`src/rtl/xirq_pkg.sv`:
```
package xirq_pkg;

    typedef enum logic [1:0] {
        DET_LOW  = 2'b00,
        DET_FALL = 2'b01,
        DET_RISE = 2'b10,
        DET_BOTH = 2'b11
    } det_mode_e;

    // bit 5 enable, 4:3 rate, 2 filter enable, 1:0 mode
    typedef struct packed {
        logic      en;
        logic [1:0] rate;
        logic      fen;
        det_mode_e mode;
    } pin_cfg_t;

    localparam int CFG_W = $bits(pin_cfg_t);
    localparam int N_RATES = 4;

endpackage

```
`src/rtl/xirq_tick.sv`:
```
module xirq_tick #(
    parameter int DIV_LG1 = 3,
    parameter int DIV_LG2 = 5,
    parameter int DIV_LG3 = 6
) (
    input  logic       clk_i,
    input  logic       rst_ni,
    output logic [3:0] tick_o
);
    localparam int CNT_W = DIV_LG3;

    typedef struct packed {
        logic [CNT_W-1:0] cnt;
    } tk_state_t;

    tk_state_t st_d, st_q;

    always_comb begin
        st_d     = st_q;
        st_d.cnt = st_q.cnt + 1'b1;
    end

    always_ff @(posedge clk_i or negedge rst_ni) begin
        if (!rst_ni) st_q <= '0;
        else         st_q <= st_d;
    end

    assign tick_o[0] = 1'b1;
    assign tick_o[1] = &st_q.cnt[DIV_LG1-1:0];
    assign tick_o[2] = &st_q.cnt[DIV_LG2-1:0];
    assign tick_o[3] = &st_q.cnt[DIV_LG3-1:0];

endmodule

```
`src/rtl/xirq_filter.sv`:
```
module xirq_filter #(
    parameter int NSMP = 3
) (
    input  logic       clk_i,
    input  logic       rst_ni,
    input  logic       raw_i,
    input  logic       fen_i,
    input  logic [1:0] rate_i,
    input  logic [3:0] tick_i,
    output logic       sig_o
);
    localparam int HIST_W = NSMP - 1;

    typedef struct packed {
        logic [HIST_W-1:0] hist;
        logic              out;
    } flt_state_t;

    flt_state_t st_d, st_q;
    logic       smp;

    always_comb begin
        st_d = st_q;
        smp  = tick_i[rate_i];
        if (smp) begin
            st_d.hist = {st_q.hist[HIST_W-2:0], raw_i};
            if (&{st_q.hist, raw_i})        st_d.out = 1'b1;
            else if (~|{st_q.hist, raw_i})  st_d.out = 1'b0;
        end
    end

    always_ff @(posedge clk_i or negedge rst_ni) begin
        if (!rst_ni) st_q <= '1;
        else         st_q <= st_d;
    end

    assign sig_o = fen_i ? st_q.out : raw_i;


    flt_on_tick_chk: assert property (@(posedge clk_i) disable iff (!rst_ni)
        !$stable(st_q.out) |-> $past(tick_i[rate_i]));

endmodule

```
`src/rtl/xirq_detect.sv`:
```
module xirq_detect
    import xirq_pkg::*;
(
    input  logic      clk_i,
    input  logic      rst_ni,
    input  logic      sig_i,
    input  det_mode_e mode_i,
    input  logic      ack_i,
    input  logic      clr_i,
    output logic      flag_o
);
    typedef struct packed {
        logic prev;
        logic flag;
    } det_state_t;

    det_state_t st_d, st_q;
    logic       rise, fall, evt;

    always_comb begin
        st_d = st_q;
        rise = sig_i & ~st_q.prev;
        fall = ~sig_i & st_q.prev;
        unique case (mode_i)
            DET_FALL: evt = fall;
            DET_RISE: evt = rise;
            DET_BOTH: evt = rise | fall;
            default:  evt = 1'b0;
        endcase
        st_d.prev = sig_i;
        if (mode_i == DET_LOW)   st_d.flag = ~sig_i;
        else if (evt)            st_d.flag = 1'b1;
        else if (ack_i || clr_i) st_d.flag = 1'b0;
    end

    always_ff @(posedge clk_i or negedge rst_ni) begin
        if (!rst_ni) st_q <= '{prev: 1'b1, flag: 1'b0};
        else         st_q <= st_d;
    end

    assign flag_o = st_q.flag;


    lvl_release_chk: assert property (@(posedge clk_i) disable iff (!rst_ni)
        (mode_i == DET_LOW) && sig_i |=> !flag_o || (mode_i != DET_LOW));


    edge_source_chk: assert property (@(posedge clk_i) disable iff (!rst_ni)
        $rose(flag_o) && ($past(mode_i) != DET_LOW) |-> $past(sig_i) != $past(st_q.prev));


    edge_clear_chk: assert property (@(posedge clk_i) disable iff (!rst_ni)
        (mode_i != DET_LOW) && (ack_i || clr_i) && !evt |=> !flag_o || (mode_i == DET_LOW));

endmodule

```
`src/rtl/xirq_cond.sv`:
```
module xirq_cond
    import xirq_pkg::*;
#(
    parameter int NPIN    = 8,
    parameter int SYNC_N  = 2,
    parameter int NSMP    = 3,
    parameter int DIV_LG1 = 3,
    parameter int DIV_LG2 = 5,
    parameter int DIV_LG3 = 6,
    localparam int IDX_W  = (NPIN > 1) ? $clog2(NPIN) : 1
) (
    input  logic              clk_i,
    input  logic              rst_ni,
    input  logic [NPIN-1:0]   pin_i,
    input  logic              cfg_we_i,
    input  logic [IDX_W-1:0]  cfg_idx_i,
    input  logic [CFG_W-1:0]  cfg_wdata_i,
    input  logic [NPIN-1:0]   ack_i,
    input  logic [NPIN-1:0]   swclr_i,
    output logic [NPIN-1:0]   flag_o,
    output logic [NPIN-1:0]   req_o
);
    typedef struct packed {
        pin_cfg_t [NPIN-1:0]             cfg;
        logic [SYNC_N-1:0][NPIN-1:0]     sync;
    } top_state_t;

    top_state_t      st_d, st_q;
    logic [3:0]      tick;
    logic [NPIN-1:0] flt_sig;
    logic [NPIN-1:0] flag;

    always_comb begin
        st_d         = st_q;
        st_d.sync[0] = pin_i;
        for (int s = 1; s < SYNC_N; s++) st_d.sync[s] = st_q.sync[s-1];
        if (cfg_we_i && (32'(cfg_idx_i) < NPIN))
            st_d.cfg[cfg_idx_i] = pin_cfg_t'(cfg_wdata_i);
    end

    always_ff @(posedge clk_i or negedge rst_ni) begin
        if (!rst_ni) begin
            st_q.cfg  <= '0;
            st_q.sync <= '1;
        end else begin
            st_q <= st_d;
        end
    end

    xirq_tick #(
        .DIV_LG1(DIV_LG1), .DIV_LG2(DIV_LG2), .DIV_LG3(DIV_LG3)
    ) u_tick (
        .clk_i(clk_i), .rst_ni(rst_ni), .tick_o(tick)
    );

    for (genvar g = 0; g < NPIN; g++) begin : g_pin
        xirq_filter #(.NSMP(NSMP)) u_flt (
            .clk_i  (clk_i),
            .rst_ni (rst_ni),
            .raw_i  (st_q.sync[SYNC_N-1][g]),
            .fen_i  (st_q.cfg[g].fen),
            .rate_i (st_q.cfg[g].rate),
            .tick_i (tick),
            .sig_o  (flt_sig[g])
        );

        xirq_detect u_det (
            .clk_i  (clk_i),
            .rst_ni (rst_ni),
            .sig_i  (flt_sig[g]),
            .mode_i (st_q.cfg[g].mode),
            .ack_i  (ack_i[g]),
            .clr_i  (swclr_i[g]),
            .flag_o (flag[g])
        );

        assign req_o[g] = flag[g] & st_q.cfg[g].en;
    end

    assign flag_o = flag;

endmodule

```
`config.mk`:
```
export PLATFORM = sky130hd
export DESIGN_NAME = xirq_cond
export DESIGN_NICKNAME = d
export VERILOG_FILES = /design/src/rtl/xirq_pkg.sv /design/src/rtl/xirq_tick.sv /design/src/rtl/xirq_filter.sv /design/src/rtl/xirq_detect.sv /design/src/rtl/xirq_cond.sv
export SDC_FILE = /design/constraint.sdc
export NUM_CORES = 1
export LEC_CHECK = 0
export BUFFER_PORTS_ARGS = -buffer_cell sky130_fd_sc_hd__clkbuf_2
export CAP_MARGIN = 20
export CORE_ASPECT_RATIO = 0.75
export CORE_UTILIZATION = 61
export CTS_BUF_LIST = sky130_fd_sc_hd__clkbuf_8
export DETAILED_ROUTE_END_ITERATION = 16
export PLACE_DENSITY = 0.89
export SLEW_MARGIN = 20
export SYNTH_ARGS = -nofsm -noshare
export SYNTH_HDL_FRONTEND = slang
export SYNTH_HIERARCHICAL = 1
export SYNTH_SLANG_ARGS = --single-unit
```
`constraint.sdc`:
```
create_clock -name clk_i -period 2.7 [get_ports clk_i]
set_input_delay 0.27 -clock clk_i [delete_from_list [all_inputs] [get_ports clk_i]]
set_output_delay 0.27 -clock clk_i [all_outputs]
set_load 0.005 [all_outputs]
```
---- Yosys cells after proc, flatten, opt, wreduce, memory -nomap -nowiden ----
Index checks and enable logic that the tools add are counted.
storage, ports and cells
  bits in registers ....................... 110
  bits of input ports ..................... 36
  output and inout bits ................... 16
  word-level logic and storage cells ...... 285
operators by class
  $add $sub $neg .......................... 1
  magnitude comparators ................... 10
  equality and inequality tests ........... 32
  mux-type cells .......................... 75
  bitwise gates (word level) .............. 48
  reduce and logical (&&, ||, !) cells .... 52
operators by type and width
  operator             count
  $mux 1               56
  $bwmux 48            1
  $eq 2x2->1 const B   16
  $reduce_and 3->1     9
  $and 1x1->1          24
  $lt 2x3->1 const B   8
  $pmux 1 s3           8
  $reduce_bool 3->1    8
  $reduce_or 3->1      8
  $demux 6 s3          1
  $bmux 1 s2           8
  $eq 2x1->1 const B   8
  $logic_not 2->1      8
  $ne 2x1->1 const B   8
  $not 1->1            16
  $reduce_and 2->1     8
  $logic_or 1x1->1     8
  $or 1x1->1           8
  $add 6x1->6 const B  1
  $mux 6               1
  $reduce_and 6->1     1
  $reduce_and 5->1     1
  $lt 3x4->1 const B   1
  $ge 3x1->1 const B   1
  $logic_and 1x1->1    1

---- Depth between registers and ports, before layout ----
Gate-level depths: netlist of run 1.
  depth after elaboration ................. 7
  mapped depth ............................ 6
  gate-level depth less buffers ........... 6

---- By module ----
Netlist of run 1, hierarchy kept.
modules (own cells, without submodules)
  module       times used  cells each  area each (um2)  sequential area each (um2)
  xirq_cond    1           135         2344.7           1621.6
  xirq_filter  8           11          160.2            78.8
  xirq_detect  8           13          148.9            51.3
  xirq_tick    1           19          249.0            150.1

---- Worst setup path after synthesis of run 1 ----
Ideal clock, no wire load.
  path type ............................... reg-to-reg
  start ................................... reg u_tick/st_q[0] (netlist name)
  end ..................................... reg g_pin[0].u_flt/st_q[1] (netlist name)
  setup time .............................. 0.085 ns
  data arrival time ....................... 1.819 ns
  data required time ...................... 2.615 ns
  setup slack ............................. 0.796 ns
  cell stages (with the launch flop) ...... 6
  buffers on the path ..................... 0
  period minus slack after synthesis ...... 1.904 ns
  cell sequence ........................... dfrtp_1 ha_1 and3_1 and3_1 mux4_2 mux2_1
on the way
  word-level cells in the longest chain between the ends .. 3
  elaborated cells on any way between the ends .. 5
  those cells by class .................... mux (2); reduce/logical (3)
ends and longest elaborated chain
  item                          line               RTL
  from (decl)                   xirq_tick.sv:16    tk_state_t st_d, st_q;
  from (signal assigned)        xirq_tick.sv:25    else st_q <= st_d;
  $reduce_and 6->1              xirq_tick.sv:31    assign tick_o[3] = &st_q.cnt[DIV_LG3-1:0];
  net tick[3]                   xirq_cond.sv:29    logic [3:0] tick;
  $bmux 1 s2                    xirq_filter.sv:24  smp = tick_i[rate_i];
  $mux 1 (not written as such)  xirq_filter.sv:24
  to (signal assigned)          xirq_filter.sv:34  else st_q <= st_d;
  to (decl)                     xirq_filter.sv:19  flt_state_t st_d, st_q;
The timed path passes the listed nets, and every way through them passes these cells. The select of a mux whose other input is x is not followed.
A chain may end at the register's enable or synchronous reset.

---- Final worst setup path of run 1 ----
  start ................................... reg u_tick/st_q[0] (netlist name)
  end ..................................... reg g_pin[0].u_flt/st_q[2] (netlist name)
on the way
  word-level cells in the longest chain between the ends .. 3
  elaborated cells on any way between the ends .. 5
  those cells by class .................... mux (2); reduce/logical (3)
ends and longest elaborated chain
  item                          line               RTL
  $reduce_and 5->1              xirq_tick.sv:30    assign tick_o[2] = &st_q.cnt[DIV_LG2-1:0];
  net tick[2]                   xirq_cond.sv:29
  $bmux 1 s2                    xirq_filter.sv:24
  $mux 1 (not written as such)  xirq_filter.sv:24
The timed path passes the listed nets, and every way through them passes these cells. The select of a mux whose other input is x is not followed.

==> results of run 1 <==
-- power groups by stage --
stage	sequential, mW	clock [mW]	combinational, mW
4_1_cts	2.49	1.01	1.06
6_report	2.49	0.982	1.05
3_3_place_gp	2.46	0	0.970
5_1_grt	2.55	1.07	1.15
3_5_place_dp	2.51	0	1.04
2_1_floorplan	2.42	0	0.760
-- metal layers --
layer / routed length (um) / share of wire [%]
met5: 0 / 0
met4: 140 / 1.5
met1: 4170 / 44
met2: 4790 / 51
met3: 296 / 3.2
-- stage by stage --
stage	cells	util (%)	hold WS, ps	setup WS (ps)	power, mW
6_report	525	72.1	255	590	4.52
2_1_floorplan	346	-	-25.6	796	3.18
3_3_place_gp	500	68.5	322	691	3.43
5_1_grt	525	72.1	255	491	4.77
4_1_cts	525	72.1	251	583	4.56
3_5_place_dp	500	68.5	331	615	3.56
-- synth_stat cells, drive strengths merged --
cell	n	area share, %
mux2	72	16
dfrtp	62	31
dfstp	48	25
inv	25	1.9
ha	19	4.7
nand2b	16	3.2
nand3	10	0.99
nand4	9	1.1
and2	8	0.99
buf	8	1.1
mux4	8	3.6
nand2	8	0.59
nor3b	8	1.2
o2111ai	8	2.4
o311a	8	1.6
o31ai	8	1.2
or3b	8	1.8
and3	3	0.37
nand4b	3	0.52
nor4bb	3	0.59
xnor2	2	0.35
conb	1	0.074
nor4b	1	0.47
-- area by class of cell --
| class | instances | area, sq um |
|---|---|---|
| Clock buffer | 10 | 138 |
| Clock inverter | 6 | 62.6 |
| Inverter | 25 | 93.8 |
| Tap cell | 105 | 131 |
| Sequential cell | 110 | 2810 |
| Multi-Input combinational cell | 203 | 2110 |
| Timing Repair Buffer | 66 | 393 |
| Fill cell | 526 | 2220 |
-- registers in the layout (all words and copies together), names as in the netlist --
name / flops
g_pin.u_det/flag_o: 8
g_pin.u_det/st_q: 8
g_pin.u_flt/st_q: 24
st_d: 8
st_q: 56
u_tick/st_q: 6
-- critical path, cell delays in order (launching register included) --
cell and delay (ps):
sky130_fd_sc_hd__dfrtp_1 420, sky130_fd_sc_hd__ha_1 230, sky130_fd_sc_hd__and3_1 200, sky130_fd_sc_hd__ha_1 290, sky130_fd_sc_hd__mux4_2 550, sky130_fd_sc_hd__mux2_1 340
-- kinds of logic after synthesis --
kind of cell / count (synthesis) / synth area share, %
simple gates: 77 / 11.8
xor+xnor: 2 / 0.346
other cells: 1 / 0.0740
compound gates: 24 / 5.14
flops: 110 / 55.5
mux: 80 / 19.6
buf+inv: 33 / 2.91
fa+ha+maj: 19 / 4.69
-- worst min path at each step --
stage	endpoint	cells past startpoint	slack [ps]	from
after CTS	g_pin[5].u_det/flag_o$_DFFE_PN0P_	4	250	ack_i[5]
final	g_pin[5].u_det/flag_o$_DFFE_PN0P_	4	250	ack_i[5]
after floorplan	g_pin[0].u_det/flag_o$_DFFE_PN0P_	0	-30	rst_ni
after global routing	g_pin[6].u_det/flag_o$_DFFE_PN0P_	4	260	ack_i[6]
after detailed placement	st_q[55]$_DFFE_PN0P_	1	330	rst_ni
after global placement	st_q[54]$_DFFE_PN0P_	1	320	rst_ni
==> run summary, run 1 <==
- **detail-routed net length per standard cell** 17.9 um
- **Sink Count** 110
- **max-cap violations** 0
- **data arrival at the endpoint of the critical path** 2400 ps
- **post-layout min period** 2110 ps
- **placed standard-cell area** 0.00545 sq mm
- **CTS H-Tree Depth** 3
- **library cells used by synthesis** 28
- **part of the power in registers** 55.1%
- **antenna violations before repair** 0
- **warning count from the yosys run** 6
- **worst max-slew margin expressed relative to the limit** 57.3%
- **vias per inst** 5.78
- **Worst setup startpoint** u_tick/st_q[0]$_DFF_PN0_
- **layout-stage area growth over the synthesis result** 13.2%
- **RR Startpoint** u_tick/st_q[0]$_DFF_PN0_
- **Period Utilization, post-route** 78.1%
- **Total GRT Usage** 24.5%
- **clock latency of the later-clocked register in the worst-skew pair** 370 ps
- **worst reg2reg path endpoint** g_pin[0].u_flt/st_q[2]$_DFFE_PN1P_
- **Clock Tree Buf Depth** 2
- **Die Span X** 107 um
- **flop and latch count out of synthesis** 110
- **busiest layer in global routing** met2
- **setup TNS** 0 ps
- **total standard cell area after synthesis** 0.00507 sq mm
- **fraction of layout cells with a size suffix above 1** 51.7%
- **number of pins with negative max-slew slack in the final report** 0
- **total half-perimeter wirelength after legalization and detailed placement** 6660 um
- **number of iterations in the first detailed-routing pass** 4
- **Port Buffer Count** 51
- **ant diodes** 0
- **maximum number of pins on one net before global-route repair** 51
- **number of global-route vias before repair** 3,227
- **number of CTS-inserted buffers** 9
- **actual transition at the worst max-transition pin** 640 ps
- **worst vdd ir** 0.390 mV
- **LEAKAGE** 2.57 nW
- **internal power** 3.25 mW
- **area of the core region** 0.00795 sq mm
- **post-CTS clock slew at the launch and capture registers of the worst setup and hold paths** 100 ps
- **pwr/cell area** 788 mW/mm^2
- **Clock Skews** 11.4 ps
- **total number of vias** 3,036
- **kind of start point of the critical path** flip-flop
- **die height** 80.9 um
- **met2 track demand over resource in global routing** 42.5%
- **CTS tree** yes
- **unrepaired setup endpoints after global routing** no
- **data required time of the critical path** 2990 ps
- **cells after synthesis** 346
- **most frequent cells in the layout** sky130_fd_sc_hd__dfrtp_1 (62), sky130_fd_sc_hd__mux2_2 (56), sky130_fd_sc_hd__clkbuf_2 (50), sky130_fd_sc_hd__dfstp_2 (48), sky130_fd_sc_hd__ha_1 (19)
- **endpoints failing setup** 0
- **switching portion of total power** 28.2%
- **Worst R2R Path Depth** 5
- **layout net count** 470
- **row cnt** 28
- **final estimated routing congestion in global placement** 0.765
- **global-route wire length before repair** 15,700 um
- **DRC** 0
- **drt first-iter violations** 88
- **max frequency** 474 MHz
- **buffer type at the clock tree root** sky130_fd_sc_hd__clkbuf_8
- **proportion of synthesized chip area in sequential cells** 55.5%
- **post-cts hold buffer count** 9
- **Resize count post-CTS** 0
- **routed wire length** 9390 um
- **destination of the critical timing path** g_pin[0].u_flt/st_q[2]$_DFFE_PN1P_
- **effective utilization at floorplan** 63.7%
- **synthesized area per cell** 14.6 sq um
- **Post CTS Setup Buffer Count** 0
- **overall die area** 0.00868 sq mm
- **total grt overflow** 0
- **most common cell after layout, fill and taps aside** sky130_fd_sc_hd__dfrtp_1
- **routing usage on met1** 30.7%
- **post-synthesis net count** 401
- **antenna viol nets, final** 0
- **GR met3 Demand/Resource** 6.66%
- **cell area after layout** 0.00574 sq mm
- **Switching Power** 1.27 mW
- **critical-path maximum fanout** 8
- **part of the total power dissipated in combinational logic** 23.2%
- **final count of hold timing violations** 0
- **flop-to-flop setup slack** 590 ps
- **total I/O pin count** 52
- **critical path start-end classification** reg -> reg
- **worst min path class** in -> reg
- **CP endpoint kind** flip-flop
- **outcome** complete, no violations
- **Clk pwr share** 21.7%
Note: power is estimated with default switching activity, not from simulation.
==> inputs of run 2 (changes only) <==
- clock period: 2.7 -> 2 ns (I/O delays scaled with it)
==> run 2 against run 1 <==
Effect of this change: sequential power grew 35%; design area grew 1.3%; fmax grew 8.5%; clock-buffer cell count is the same; non-clock buffer count grew 1; worst hold slack lost 72 ps.
==> run summary, run 2 (same netlist as run 1, synthesis figures left out) <==
- **final estimated routing congestion in global placement** 0.743, -2.9%
- **vias per inst** 5.83, +0.76%
- **most frequent cells in the layout** sky130_fd_sc_hd__dfrtp_1 (62), sky130_fd_sc_hd__mux2_2 (56), sky130_fd_sc_hd__clkbuf_2 (50), sky130_fd_sc_hd__dfstp_2 (48), sky130_fd_sc_hd__inv_1 (19)
- **beginning of the worst hold path** ack_i[2]
- **RR Startpoint** u_tick/st_q[0]$_DFF_PN0_
- **CP endpoint kind** flip-flop
- **Worst setup startpoint** u_tick/st_q[0]$_DFF_PN0_
- **number of CTS-inserted buffers** 9, unchanged
- **post-layout min period** 1940 ps, -165 ps
- **Clock Skews** 4.91 ps, -6.48 ps
- **detail-routed net length per standard cell** 18.0 um, +0.68%
- **minimum hold slack** 183 ps, -72.0 ps
- **clock latency of the later-clocked register in the worst-skew pair** 380 ps, about the same
- **Die Span X** 107 um, unchanged
- **critical path start-end classification** reg -> reg
- **effective utilization at floorplan** 63.7%, unchanged
- **Sink Count** 110, unchanged
- **global-route wire length before repair** 15,500 um, -1.2%
- **placed standard-cell area** 0.00546 sq mm, +0.23%
- **kind of start point of the critical path** flip-flop
- **worst vdd ir** 0.731 mV, +87%
- **Clock Tree Buf Depth** 2, unchanged
- **data required time of the critical path** 2310 ps, -680 ps
- **worst max-slew margin expressed relative to the limit** 65.9%, +8.6 points
- **drt first-iter violations** 220, +150%
- **number of global-route vias before repair** 3,179, -1.5%
- **DRC** 0, unchanged
- **delay of the slowest cell on the worst path** 540 ps, about the same
- **pwr/cell area** 1070 mW/mm^2, +36%
- **most common cell after layout, fill and taps aside** sky130_fd_sc_hd__dfrtp_1
- **most prevalent standard cell on the critical path** sky130_fd_sc_hd__and3_4
- **total number of vias** 3,065, +0.96%
- **data arrival at the endpoint of the critical path** 2250 ps, -150 ps
- **CTS tree** yes
- **fraction of layout cells with a size suffix above 1** 53.4%, +1.8 points
- **antenna violations before repair** 0, unchanged
- **max frequency** 514 MHz, +8.5%
- **total design power** 6.24 mW, +38%
- **LEAKAGE** 2.60 nW, +1.4%
- **number of pins with negative max-slew slack in the final report** 0, unchanged
- **ordered list of cells on the worst path** ha_2 > and3_4 > and3_4 > mux4_2 > mux2_4
- **unrepaired setup endpoints after global routing** no
- **max-cap violations** 0, unchanged
- **layout net count** 471, +0.21%
- **CTS H-Tree Depth** 3, unchanged
- **total grt overflow** 0, unchanged
- **total I/O pin count** 52, unchanged
- **endpoints failing setup** 0, unchanged
- **critical-path maximum fanout** 8, unchanged
- **Period Utilization, post-route** 97.2%, +19 points
- **antenna viol nets, final** 0, unchanged
- **Port Buffer Count** 51, unchanged
- **maximum number of pins on one net before global-route repair** 63, +24%
- **total half-perimeter wirelength after legalization and detailed placement** 6430 um, -3.5%
- **cell area after layout** 0.00581 sq mm, +1.3%
- **largest registers** st_q (56), g_pin.u_flt/st_q (24)
- **post-CTS clock slew at the launch and capture registers of the worst setup and hold paths** 90 ps, about the same
- **Bufs and invs on worst path** 0, unchanged
- **layout-stage area growth over the synthesis result** 14.7%
- **row cnt** 28, unchanged
- **ant diodes** 0, unchanged
- **Biggest register** st_q
- **Total GRT Usage** 24.4%, -0.14 points
- **routed wire length** 9480 um, +0.87%
- **final count of hold timing violations** 0, unchanged
- **worst min path class** in -> reg
- **number of iterations in the first detailed-routing pass** 4, unchanged
- **actual transition at the worst max-transition pin** 509 ps, -131 ps
- **flip-flop count of the largest register after layout** 56, unchanged
- **cell class contributing the biggest share of worst-path delay** multiplexers
- **buffer type at the clock tree root** sky130_fd_sc_hd__clkbuf_8
- **outcome** complete, no violations
- **overall die area** 0.00868 sq mm, unchanged
- **area of the core region** 0.00795 sq mm, unchanged
- **Critical-path top delay cell** sky130_fd_sc_hd__mux4_2
- **die height** 80.9 um, unchanged
run 2: cell type report:
| class | instances | area (sq um) |
|---|---|---|
| fillers | 493 | 2140 |
| multi-input cells | 203 | 2150 |
| inverters | 25 | 93.8 |
| flip-flops and latches | 110 | 2810 |
| repair buffers | 67 | 413 |
| clock inverters | 6 | 77.6 |
| well taps | 105 | 131 |
| clock buffers | 10 | 138 |
run 2: worst min-delay path: stages:
cell and delay, ps:
sky130_fd_sc_hd__clkbuf_2 80, sky130_fd_sc_hd__or3b_4 120, sky130_fd_sc_hd__nand2_1 40, sky130_fd_sc_hd__o311a_1 100
run 2: routing by layer:
layer  vias up  share of wire (%)  GRT usage (%)
met3        17                4.8           5.38
met4         0                1.8           11.0
met5         -                  0              0
met1      1585                 43           30.8
met2        66                 50           40.9
li1       1397                  -              -
run 2: per-stage QoR:
step                setup WS [ps]  TNS [ps]  utilization (%)  cells
CTS                          9.98         0             72.6    525
global placement             16.9         0             68.6    500
floorplan                    95.9         0                -    346
detailed placement          -46.6      -533             68.6    500
finish                       55.2         0             73.1    526
global route                 17.8         0             73.1    526
run 2: path summary, 6_finish.rpt:
path / end / slack [ps] / depth (start not counted)
worst min-delay path: g_pin[2].u_det/flag_o$_DFFE_PN0P_ / 180 / 4
worst max register to register: g_pin[1].u_flt/st_q[2]$_DFFE_PN1P_ / 60 / 5
max in group asynchronous: g_pin[2].u_det/st_q[1]$_DFF_PN1_ / 1010 / 3
min in group asynchronous: g_pin[6].u_det/flag_o$_DFFE_PN0P_ / 290 / 2
worst max-delay path: g_pin[1].u_flt/st_q[2]$_DFFE_PN1P_ / 60 / 5
worst min register to register: st_q[9]$_DFF_PN1_ / 360 / 0
run 2: what timing repair did:
action                                  in CTS  in global routing
endpoints found under the setup margin      16                 16
hold buffers                                 9                  0
hold endpoints to repair                    25                  0
pin swaps                                    0                  0
gates resized for setup                      3                  7
buffers inserted                             0                  1
run 2: where the power goes:
part	switching, mW	total (mW)	internal (mW)
Sequential	0.446	3.36	2.91
Clock	0.694	1.42	0.726
Combinational	0.558	1.46	0.901
